[config.mk]
export PLATFORM = sky130hd
export DESIGN_NAME = i2c_attn_regfile
export DESIGN_NICKNAME = d
export VERILOG_FILES = /design/src/rtl/i2ct_pkg.sv /design/src/rtl/i2ct_sync.sv /design/src/rtl/i2ct_regbank.sv /design/src/rtl/i2ct_engine.sv /design/src/rtl/i2c_attn_regfile.sv
export SDC_FILE = /design/constraint.sdc
export NUM_CORES = 1
export LEC_CHECK = 0
export ABC_CLOCK_PERIOD_IN_PS = 6000
export CAP_MARGIN = 20
export CORE_MARGIN = 1.5
export CORE_UTILIZATION = 55
export CTS_BUF_LIST = sky130_fd_sc_hd__clkbuf_16
export CTS_CLUSTER_SIZE = 28
export DETAILED_ROUTE_END_ITERATION = 8
export HOLD_SLACK_MARGIN = 0.02
export PLACE_DENSITY = 0.8
export SYNTH_ARGS = -nofsm -noshare
export SYNTH_HDL_FRONTEND = slang
export SYNTH_HIERARCHICAL = 1
export SYNTH_SLANG_ARGS = --single-unit
[constraint.sdc]
create_clock -name clk -period 6 [get_ports clk]
set_input_delay 0.9 -clock clk [delete_from_list [all_inputs] [get_ports clk]]
set_output_delay 0.9 -clock clk [all_outputs]
set_load 0.01 [all_outputs]
[src/rtl/i2ct_pkg.sv]
package i2ct_pkg;

    localparam int BYTE_W = 8;
    localparam int CNT_W  = $clog2(BYTE_W);
    localparam logic [4:0] DEV_ADDR_HI = 5'b01100;

    typedef enum logic [2:0] {
        ST_IDLE,
        ST_RX,
        ST_ACK,
        ST_TX,
        ST_MACK
    } eng_state_e;

    typedef enum logic [1:0] {
        K_DEV,
        K_PTR,
        K_DATA
    } byte_kind_e;

endpackage

[src/rtl/i2ct_sync.sv]
module i2ct_sync #(
    parameter int W      = 2,
    parameter int STAGES = 2
) (
    input  logic         clk,
    input  logic         rst_n,
    input  logic [W-1:0] din,
    output logic [W-1:0] dout,
    output logic [W-1:0] rise,
    output logic [W-1:0] fall
);

    logic [STAGES:0][W-1:0] pipe_d, pipe_q;

    always_comb begin
        pipe_d[0] = din;
        for (int k = 1; k <= STAGES; k++) begin
            pipe_d[k] = pipe_q[k-1];
        end
    end

    always_ff @(posedge clk or negedge rst_n) begin
        if (!rst_n) pipe_q <= '1;
        else        pipe_q <= pipe_d;
    end

    // last synchronizer stage is the level, the extra stage is its history
    assign dout = pipe_q[STAGES-1];
    assign rise = pipe_q[STAGES-1] & ~pipe_q[STAGES];
    assign fall = ~pipe_q[STAGES-1] & pipe_q[STAGES];

endmodule

[src/rtl/i2ct_regbank.sv]
module i2ct_regbank
    import i2ct_pkg::*;
#(
    parameter int NREG = 4,
    localparam int PW  = $clog2(NREG),
    localparam int NRW = NREG - 1
) (
    input  logic                        clk,
    input  logic                        rst_n,
    input  logic                        wr_en,
    input  logic [PW-1:0]               wr_idx,
    input  logic [BYTE_W-1:0]           wr_data,
    input  logic [PW-1:0]               rd_idx,
    output logic [BYTE_W-1:0]           rd_data,
    input  logic                        stat_take,
    input  logic [BYTE_W-1:0]           stat_mask,
    input  logic [BYTE_W-1:0]           evt_i,
    output logic [BYTE_W-1:0]           status_o,
    output logic                        attn_o,
    output logic [NRW-1:0][BYTE_W-1:0]  rw_o
);

    typedef struct packed {
        logic [NRW-1:0][BYTE_W-1:0] rw;
        logic [BYTE_W-1:0]          stat;
        logic                       attn;
    } bank_t;

    bank_t q, d;
    logic [NRW-1:0]    wr_hit;
    logic [BYTE_W-1:0] all_regs [NREG];
    logic [BYTE_W-1:0] keep_mask;

    for (genvar i = 0; i < NRW; i++) begin : g_rw
        assign wr_hit[i]   = wr_en && (wr_idx == PW'(i));
        assign all_regs[i] = q.rw[i];
    end
    assign all_regs[NREG-1] = q.stat;

    assign keep_mask = stat_take ? ~stat_mask : '1;

    always_comb begin
        d = q;
        for (int i = 0; i < NRW; i++) begin
            if (wr_hit[i]) d.rw[i] = wr_data;
        end
        // delivered bits clear, fresh events always win
        d.stat = (q.stat & keep_mask) | evt_i;
        if (stat_take) d.attn = (|(q.stat & keep_mask)) | (|evt_i);
        else           d.attn = q.attn | (|evt_i);
    end

    always_ff @(posedge clk or negedge rst_n) begin
        if (!rst_n) q <= '0;
        else        q <= d;
    end

    assign rd_data  = all_regs[rd_idx];
    assign status_o = q.stat;
    assign attn_o   = q.attn;
    assign rw_o     = q.rw;

endmodule

[src/rtl/i2ct_engine.sv]
module i2ct_engine
    import i2ct_pkg::*;
#(
    parameter int NREG = 4,
    localparam int PW  = $clog2(NREG)
) (
    input  logic              clk,
    input  logic              rst_n,
    input  logic              scl_s,
    input  logic              scl_rise,
    input  logic              scl_fall,
    input  logic              sda_s,
    input  logic              sda_rise,
    input  logic              sda_fall,
    input  logic [6:0]        dev_addr,
    input  logic              uv_i,
    input  logic [BYTE_W-1:0] rd_data,
    output logic [PW-1:0]     ptr_o,
    output logic              wr_en_o,
    output logic [PW-1:0]     wr_idx_o,
    output logic [BYTE_W-1:0] wr_data_o,
    output logic              take_o,
    output logic [PW-1:0]     take_idx_o,
    output logic [BYTE_W-1:0] tx_byte_o,
    output logic              sda_oe_o
);

    typedef struct packed {
        eng_state_e        state;
        byte_kind_e        kind;
        logic [BYTE_W-1:0] shreg;
        logic [CNT_W-1:0]  cnt;
        logic              full;
        logic              rw;
        logic              mack;
        logic [PW-1:0]     ptr;
        logic              sda_oe;
        logic              wr_en;
        logic [PW-1:0]     wr_idx;
        logic [BYTE_W-1:0] wr_data;
        logic              take;
        logic [PW-1:0]     take_idx;
    } eng_t;

    eng_t q, d;
    logic start_c, stop_c, last_bit;

    assign start_c  = scl_s && sda_fall;
    assign stop_c   = scl_s && sda_rise;
    assign last_bit = (q.cnt == CNT_W'(BYTE_W - 1));

    always_comb begin
        d       = q;
        d.wr_en = 1'b0;
        d.take  = 1'b0;
        if (start_c) begin
            d.state  = ST_RX;
            d.kind   = K_DEV;
            d.cnt    = '0;
            d.full   = 1'b0;
            d.sda_oe = 1'b0;
        end else if (stop_c) begin
            d.state  = ST_IDLE;
            d.full   = 1'b0;
            d.sda_oe = 1'b0;
        end else begin
            case (q.state)
                ST_RX: begin
                    if (scl_rise && !q.full) begin
                        d.shreg = {q.shreg[BYTE_W-2:0], sda_s};
                        d.cnt   = q.cnt + CNT_W'(1);
                        d.full  = last_bit;
                    end else if (scl_fall && q.full) begin
                        d.full = 1'b0;
                        d.cnt  = '0;
                        if (uv_i) begin
                            d.state = ST_IDLE;
                        end else begin
                            case (q.kind)
                                K_DEV: begin
                                    if (q.shreg[BYTE_W-1:1] == dev_addr) begin
                                        d.state  = ST_ACK;
                                        d.sda_oe = 1'b1;
                                        d.rw     = q.shreg[0];
                                    end else begin
                                        d.state = ST_IDLE;
                                    end
                                end
                                K_PTR: begin
                                    d.ptr    = q.shreg[PW-1:0];
                                    d.state  = ST_ACK;
                                    d.sda_oe = 1'b1;
                                end
                                default: begin
                                    d.wr_en   = 1'b1;
                                    d.wr_idx  = q.ptr;
                                    d.wr_data = q.shreg;
                                    d.ptr     = q.ptr + PW'(1);
                                    d.state   = ST_ACK;
                                    d.sda_oe  = 1'b1;
                                end
                            endcase
                        end
                    end
                end
                ST_ACK: begin
                    if (scl_fall) begin
                        if (q.kind == K_DEV && q.rw) begin
                            d.state    = ST_TX;
                            d.cnt      = '0;
                            d.shreg    = rd_data;
                            d.sda_oe   = ~rd_data[BYTE_W-1];
                            d.take     = 1'b1;
                            d.take_idx = q.ptr;
                            d.ptr      = q.ptr + PW'(1);
                        end else begin
                            d.sda_oe = 1'b0;
                            d.state  = ST_RX;
                            d.kind   = (q.kind == K_DEV) ? K_PTR : K_DATA;
                        end
                    end
                end
                ST_TX: begin
                    if (scl_fall) begin
                        if (last_bit) begin
                            d.sda_oe = 1'b0;
                            d.mack   = 1'b0;
                            d.state  = ST_MACK;
                        end else begin
                            d.cnt    = q.cnt + CNT_W'(1);
                            d.shreg  = {q.shreg[BYTE_W-2:0], 1'b0};
                            d.sda_oe = ~q.shreg[BYTE_W-2];
                        end
                    end
                end
                ST_MACK: begin
                    if (scl_rise) begin
                        d.mack = ~sda_s;
                    end else if (scl_fall) begin
                        if (q.mack) begin
                            d.state    = ST_TX;
                            d.cnt      = '0;
                            d.shreg    = rd_data;
                            d.sda_oe   = ~rd_data[BYTE_W-1];
                            d.take     = 1'b1;
                            d.take_idx = q.ptr;
                            d.ptr      = q.ptr + PW'(1);
                        end else begin
                            d.state = ST_IDLE;
                        end
                    end
                end
                default: ;
            endcase
        end
    end

    always_ff @(posedge clk or negedge rst_n) begin
        if (!rst_n) begin
            q       <= '0;
            q.state <= ST_IDLE;
            q.kind  <= K_DEV;
        end else begin
            q <= d;
        end
    end

    assign ptr_o      = q.ptr;
    assign wr_en_o    = q.wr_en;
    assign wr_idx_o   = q.wr_idx;
    assign wr_data_o  = q.wr_data;
    assign take_o     = q.take;
    assign take_idx_o = q.take_idx;
    assign tx_byte_o  = q.shreg;
    assign sda_oe_o   = q.sda_oe;

endmodule

[src/rtl/i2c_attn_regfile.sv]
module i2c_attn_regfile
    import i2ct_pkg::*;
#(
    parameter int         NREG        = 4,
    parameter logic [4:0] ADDR_HI     = DEV_ADDR_HI,
    parameter int         SYNC_STAGES = 2
) (
    input  logic       clk,
    input  logic       rst_n,
    input  logic       scl_i,
    input  logic       sda_i,
    output logic       sda_oe_o,
    input  logic [1:0] strap_i,
    input  logic       uv_i,
    input  logic [7:0] evt_i,
    output logic       attn_n_o,
    output logic [7:0] cmd_o,
    output logic [7:0] dim_o,
    output logic [7:0] aux_o
);

    localparam int PW  = $clog2(NREG);
    localparam int NRW = NREG - 1;

    logic [1:0] line_lvl, line_rise, line_fall;
    logic       scl_s;
    logic [PW-1:0]     ptr, wr_idx, take_idx;
    logic              wr_en, take, stat_take, attn;
    logic [BYTE_W-1:0] wr_data, rd_data, tx_byte, status_w;
    logic [NRW-1:0][BYTE_W-1:0] rw_regs;

    i2ct_sync #(.W(2), .STAGES(SYNC_STAGES)) u_sync (
        .clk  (clk),
        .rst_n(rst_n),
        .din  ({scl_i, sda_i}),
        .dout (line_lvl),
        .rise (line_rise),
        .fall (line_fall)
    );

    assign scl_s = line_lvl[1];

    i2ct_engine #(.NREG(NREG)) u_eng (
        .clk       (clk),
        .rst_n     (rst_n),
        .scl_s     (scl_s),
        .scl_rise  (line_rise[1]),
        .scl_fall  (line_fall[1]),
        .sda_s     (line_lvl[0]),
        .sda_rise  (line_rise[0]),
        .sda_fall  (line_fall[0]),
        .dev_addr  ({ADDR_HI, strap_i}),
        .uv_i      (uv_i),
        .rd_data   (rd_data),
        .ptr_o     (ptr),
        .wr_en_o   (wr_en),
        .wr_idx_o  (wr_idx),
        .wr_data_o (wr_data),
        .take_o    (take),
        .take_idx_o(take_idx),
        .tx_byte_o (tx_byte),
        .sda_oe_o  (sda_oe_o)
    );

    assign stat_take = take && (take_idx == PW'(NREG - 1));

    i2ct_regbank #(.NREG(NREG)) u_bank (
        .clk      (clk),
        .rst_n    (rst_n),
        .wr_en    (wr_en),
        .wr_idx   (wr_idx),
        .wr_data  (wr_data),
        .rd_idx   (ptr),
        .rd_data  (rd_data),
        .stat_take(stat_take),
        .stat_mask(tx_byte),
        .evt_i    (evt_i),
        .status_o (status_w),
        .attn_o   (attn),
        .rw_o     (rw_regs)
    );

    assign attn_n_o = ~attn;
    assign cmd_o    = rw_regs[0];
    assign dim_o    = rw_regs[1];
    assign aux_o    = rw_regs[2];

endmodule

==> results of run 1 <==
[state kept, by name (all words and copies together) (netlist names), 2 cells and up]
| register | count |
|---|---|
| u_bank/rw_o | 24 |
| u_eng/ptr_o | 2 |
| u_eng/tx_byte_o | 8 |
| u_eng/wr_data_o | 8 |
| u_bank/status_o | 8 |
| u_eng/wr_idx_o | 2 |
| u_sync/pipe_q | 2 |
| u_sync/pipe_d | 2 |
| u_eng/q | 11 |
| u_sync/dout | 2 |
| u_eng/take_idx_o | 2 |
[synthesized netlist by cell type (5+ instances only)]
cell type,number
nor4_1,7
a31oi_1,5
a21o_1,6
nand2_1,21
a21oi_1,12
dfrtp_1,69
buf_4,25
nor2_1,17
buf_2,5
nand2b_1,9
o21ai_0,10
dfstp_2,6
inv_1,9
mux4_2,8
mux2_2,55
[per-stage QoR]
| stage | instance area (µm²) | instances | utilization, % |
|---|---|---|---|
| global placement | 4260 | 443 | 61.7 |
| detailed placement | 4260 | 443 | 61.7 |
| floorplan | 3990 | 341 | - |
| CTS | 4540 | 459 | 65.7 |
| finish | 4550 | 460 | 65.8 |
| global route | 4550 | 460 | 65.8 |
[worst max-delay path by stage]
stage / to / slack [ps] / cells past startpoint
detailed placement: u_eng/wr_data_o[3] / 2490 / 5
floorplan: u_eng/wr_data_o[0] / 3550 / 5
global route: u_eng/wr_data_o[0] / 2700 / 5
CTS: u_eng/wr_data_o[0] / 2820 / 5
global placement: u_eng/wr_data_o[6] / 2580 / 5
finish: u_eng/wr_data_o[7] / 2820 / 5
[cell families after synthesis]
family | Yosys count | synth area share [%]
compound gates | 58 | 9.94
other cells | 2 | 0.189
mux | 67 | 21.1
buf+inv | 44 | 7.05
simple gates | 82 | 11.9
fa+ha+maj | 2 | 0.629
flops | 75 | 47.4
xor+xnor | 8 | 1.76
[routing by layer]
layer	vias to the layer above	part of all wire, %
li1	1239	-
met1	1354	44
met2	91	49
met3	14	5.3
met4	0	1.5
met5	-	0
[power by group through the flow]
stage                     sequential (W)  clock [W]  combinational, W
after CTS                       0.000642   0.000506          0.000200
after global routing            0.000652   0.000530          0.000218
after floorplan                 0.000593          0          0.000226
after detailed placement        0.000651          0          0.000197
after global placement          0.000650          0          0.000191
final                           0.000642   0.000495          0.000200
[critical path: stages]
cell,delay [ps]
clkdlybuf4s50_1,490
or2_2,340
or4_1,500
nor2_1,730
mux2_2,430
[layout make-up]
type	instances	area (µm²)	area share [%]
repair buffers	42	410	9.03
clock inverters	7	50.0	1.10
clock buffers	9	225	4.95
multi-input cells	222	1820	40.1
inverters	9	33.8	0.743
well taps	96	120	2.64
flip-flops and latches	75	1880	41.4
==> flow_metrics.py, run 1 <==
metrics = {
    "synth": {
        "synthDistinctLibCells": 54,
        "synth_ff_type": "dfrtp_1",
        "ys_seq_area_share_pct": 47.4,
        "ys_ff_latch": 75,
        "ys_warn_count": 6,
        "synth_top_area_share_pct": 43.4,
        "synth_area_um2": 3980,
        "syn-mean-instance-area_um2": 11.8,
        "async_flop_share_pct": 100,
        "synth_edf_count": 0,
        "synth_top_cell_by_area": "dfrtp_1",
        "yosys-top-cells-area": "dfrtp_1 (43%), mux2_2 (16%), buf_4 (4.7%)",
        "postSynthCellCount": 338,
    },
    "worst_hold_path": {
        "whs_endpoint": "u_sync/dout[1]",
        "holdPathStages": 0,
        "hold_start": "u_sync/pipe_d[3]",
        "hp-class": "reg -> reg",
    },
    "global_routing": {
        "top_usage_layer": "met2",
        "track_usage_pct": 24.3,
        "antenna_found_initial": 0,
        "use_met3_pct": 6.31,
        "grt_pass1_vias": 2743,
        "overflow": 0,
        "grtUsageMet2_pct": 38.6,
        "grt_max_degree": 76,
        "grt_pass1_wl_um": 14100,
        "grt_util_met1_pct": 32.2,
    },
    "pwr": {
        "p_leak_nw": 1.96,
        "clkPwrFrac_pct": 37.0,
        "power_frac_comb_pct": 14.9,
        "p_total_w": 0.00134,
        "internal_power_w": 0.000948,
        "peakVddDrop_v": 0.000166,
        "seqPwrFrac_pct": 48.0,
        "switching_power_w": 0.000388,
        "switching_share_pct": 29.1,
        "p_per_area_nw_per_um2": 294,
    },
    "setup_path": {
        "crit_path_end_kind": "flop",
        "r2r_cells": 5,
        "crit_start": "uv_i",
        "r2r_start": "u_sync/dout[0]",
        "required_ps": 6210,
        "crit_arrival_ps": 3390,
        "crit_type": "in -> reg",
        "critPathLaunchType": "input port",
        "rrSetupSlack_ps": 3040,
        "r2r_end": "u_eng/wr_data_o[7]",
        "cp_max_fo": 11,
    },
    "final_layout": {
        "n_fill_cell": 558,
        "antennaDiodeCount": 0,
        "final_layout_size_suffix_gt1_share_pct": 27.7,
        "final_cell_mix": "dfrtp_1 (69), mux2_2 (55), clkdlybuf4s50_1 (39)",
        "num-nets-final": 376,
        "area_growth_pct": 14.3,
        "layout_commonest_cell": "dfrtp_1",
    },
    "detailed_routing": {
        "num_vias": 2698,
        "routed_wl_um": 8520,
        "drtPass1Iterations": 6,
        "vias_per_cell": 5.87,
        "drt_iter0_drc": 163,
        "ant_nets": 0,
        "post_drt_wl_per_cell_um": 18.5,
        "drc": 0,
    },
    "place": {
        "dp_slack_ps": 2490,
        "hpwl_um": 5670,
        "port_buffers": 40,
        "finalWeightedCongestion": 0.951,
    },
    "floorplanning": {
        "coreArea_um2": 6910,
        "fp.dieW_um": 88.0,
        "initial_core_util_pct": 57.6,
        "die_h_um": 88.0,
        "floorplan.die_area_um2": 7750,
        "placementRows": 30,
        "boundaryPins": 41,
    },
    "clocking": {
        "cts_setup_buffers": 0,
        "ctsResizeCount": 0,
        "clkTransAtPathRegs_ps": 60,
        "cts-htree-levels": 3,
        "numCtsBuffers": 9,
        "clk_latency_ps": 330,
        "cts_sinks": 75,
        "cts_buffer_depth": 2,
        "cts_tree": "yes",
        "cts_root_buf": "clkbuf_16",
        "cts_hold_buffers": 0,
    },
    "timing": {
        "tightest_slew_ps": 914,
        "fin_ws_ps": 2820,
        "fin_worst_skew_ps": 8.72,
        "fin_crit_ps": 3180,
        "rsz0062_at_grt": "no",
        "slew_headroom_pct": 38.8,
        "fmax_mhz": 314,
        "setup_tns_ps": 0,
        "hold_viol_final": 0,
        "fin_hold_ws_ps": 358,
        "finalCritPeriodShare_pct": 53.1,
        "setup_viol": 0,
        "drv_slew": 0,
    },
    "run_status": {
        "status": "finished clean",
    },
    "run": {
        "drv_cap": 0,
    },
}
(Power assumes the default switching activity.)
==> run 2: changes to the inputs <==
ABC_CLOCK_PERIOD_IN_PS = 3350   (was 6000)
clock period = 3.35 ns   (was 6 ns; I/O delays follow)
==> run 2 against run 1 <==
Clock skew about the same. Critical endpoint is now u_eng/tx_byte_o[7]. Critical path type is now reg -> reg. Register-to-register slack worse by 2200 ps. Design area up 0.66%.
==> flow_metrics.py, run 2 (synthesis results as in run 1) <==
metrics = {
    "timing": {
        "fin_crit_ps": 2510,
        "setup_viol": 0,
        "setup_tns_ps": 0,
        "finalCritPeriodShare_pct": 74.9,
        "fmax_mhz": 398,
        "tightest_slew_ps": 763,
        "rsz0062_at_grt": "no",
        "slew_headroom_pct": 49.1,
        "drv_slew": 0,
        "hold_viol_final": 0,
        "fin_ws_ps": 840,
        "fin_worst_skew_ps": 8.46,
    },
    "detailed_routing": {
        "vias_per_cell": 5.93,
        "drc": 0,
        "drt_iter0_drc": 131,
        "drtPass1Iterations": 4,
        "post_drt_wl_per_cell_um": 19.4,
        "ant_nets": 0,
        "routed_wl_um": 8950,
        "num_vias": 2732,
    },
    "setup_path": {
        "crit_start": "u_sync/dout[0]",
        "crit_path_end_kind": "flop",
        "crit_type": "reg -> reg",
        "required_ps": 3570,
        "cp_max_fo": 8,
        "crit_arrival_ps": 2730,
        "critPathLaunchType": "flop",
        "r2r_start": "u_sync/dout[0]",
    },
    "final_layout": {
        "multi_input_area_um2": 1820,
        "layout_commonest_cell": "dfrtp_1",
        "num-nets-final": 378,
        "final_layout_size_suffix_gt1_share_pct": 27.9,
        "largest_register_ff_count": 24,
        "final_cell_mix": "dfrtp_1 (69), mux2_2 (55), clkdlybuf4s50_1 (39)",
        "area_growth_pct": 15.1,
        "n_fill_cell": 526,
        "regArea_um2": 1880,
        "antennaDiodeCount": 0,
    },
    "clocking": {
        "cts_setup_buffers": 0,
        "cts_hold_buffers": 0,
        "clk_latency_ps": 340,
        "cts_root_buf": "clkbuf_16",
        "cts_buffer_depth": 2,
        "cts_sinks": 75,
        "ctsResizeCount": 0,
        "cts_tree": "yes",
        "cts-htree-levels": 3,
        "numCtsBuffers": 9,
        "clkTransAtPathRegs_ps": 60,
    },
    "floorplanning": {
        "boundaryPins": 41,
        "fp.dieW_um": 88.0,
        "placementRows": 30,
        "coreArea_um2": 6910,
        "die_h_um": 88.0,
        "initial_core_util_pct": 57.6,
        "floorplan.die_area_um2": 7750,
    },
    "global_routing": {
        "grt_pass1_wl_um": 14900,
        "grt_pass1_vias": 2912,
        "antenna_found_initial": 0,
        "track_usage_pct": 25.7,
        "overflow": 0,
        "grt_max_degree": 30,
    },
    "worst_hold_path": {
        "hp-class": "in -> async",
    },
    "pwr": {
        "switching_power_w": 0.000690,
        "internal_power_w": 0.00177,
        "p_leak_nw": 1.99,
        "peakVddDrop_v": 0.000257,
        "p_per_area_nw_per_um2": 537,
        "seqPwrFrac_pct": 46.8,
        "power_frac_comb_pct": 14.8,
        "switching_share_pct": 28.1,
        "clkPwrFrac_pct": 38.4,
    },
    "place": {
        "hpwl_um": 6060,
        "port_buffers": 40,
        "finalWeightedCongestion": 0.902,
        "dp_slack_ps": 739,
    },
    "run_status": {
        "status": "finished clean",
    },
    "run": {
        "drv_cap": 0,
    },
}
[run 2: area by class of cell]
class                      count  area share, %
sequential                    75           41.2
multi-input combinational    222           39.8
clock inverter                 6           1.42
tap                           96           2.62
timing repair buffer          44           9.29
inverter                       9          0.738
clock buffer                   9           4.92
[run 2: critical path, cell delays in order, from the launching register on]
cell	delay (ps)
dfstp_2	550
and2b_2	270
o21a_1	280
a21oi_1	210
o21ai_0	180
nor3_4	500
mux2_2	400
[run 2: path summary, 6_finish.rpt]
path                                 endpoint  slack, ps  cells after the start
setup / recovery           u_eng/tx_byte_o[7]        840                      6
hold / removal                 u_eng/ptr_o[0]        170                      1
setup reg to reg           u_eng/tx_byte_o[7]        840                      6
hold reg to reg                u_sync/dout[0]        360                      0
max in group asynchronous      u_bank/rw_o[8]       2390                      2
min in group clk               u_sync/dout[0]        360                      0
[run 2: per-layer routing]
layer / vias to the layer above / track usage (%) / wire length [µm] / share of wire (%)
li1: 1250 / - / - / -
met1: 1372 / 31.7 / 3730 / 42
met2: 91 / 43.4 / 4570 / 51
met3: 19 / 6.22 / 454 / 5.1
met4: 0 / 10.2 / 204 / 2.3
met5: - / 0 / 0 / 0
[run 2: stage by stage]
| stage | power (W) | hold slack [ps] | utilization (%) | cells | instance area (µm²) |
|---|---|---|---|---|---|
| after floorplan | 0.00147 | 207 | - | 341 | 3990 |
| after global placement | 0.00150 | 349 | 62.1 | 446 | 4290 |
| after detailed placement | 0.00152 | 352 | 62.1 | 446 | 4290 |
| after CTS | 0.00248 | 175 | 66.3 | 461 | 4580 |
| after global routing | 0.00257 | 205 | 66.3 | 461 | 4580 |
| final | 0.00246 | 172 | 66.3 | 461 | 4580 |
[run 2: power groups by stage]
stage	Sequential, W	Combinational, W	Clock, W
4_1_cts	0.00115	0.000366	0.000964
3_5_place_dp	0.00117	0.000356	0
6_report	0.00115	0.000365	0.000944
3_3_place_gp	0.00116	0.000342	0
5_1_grt	0.00117	0.000394	0.00100
2_1_floorplan	0.00106	0.000405	0
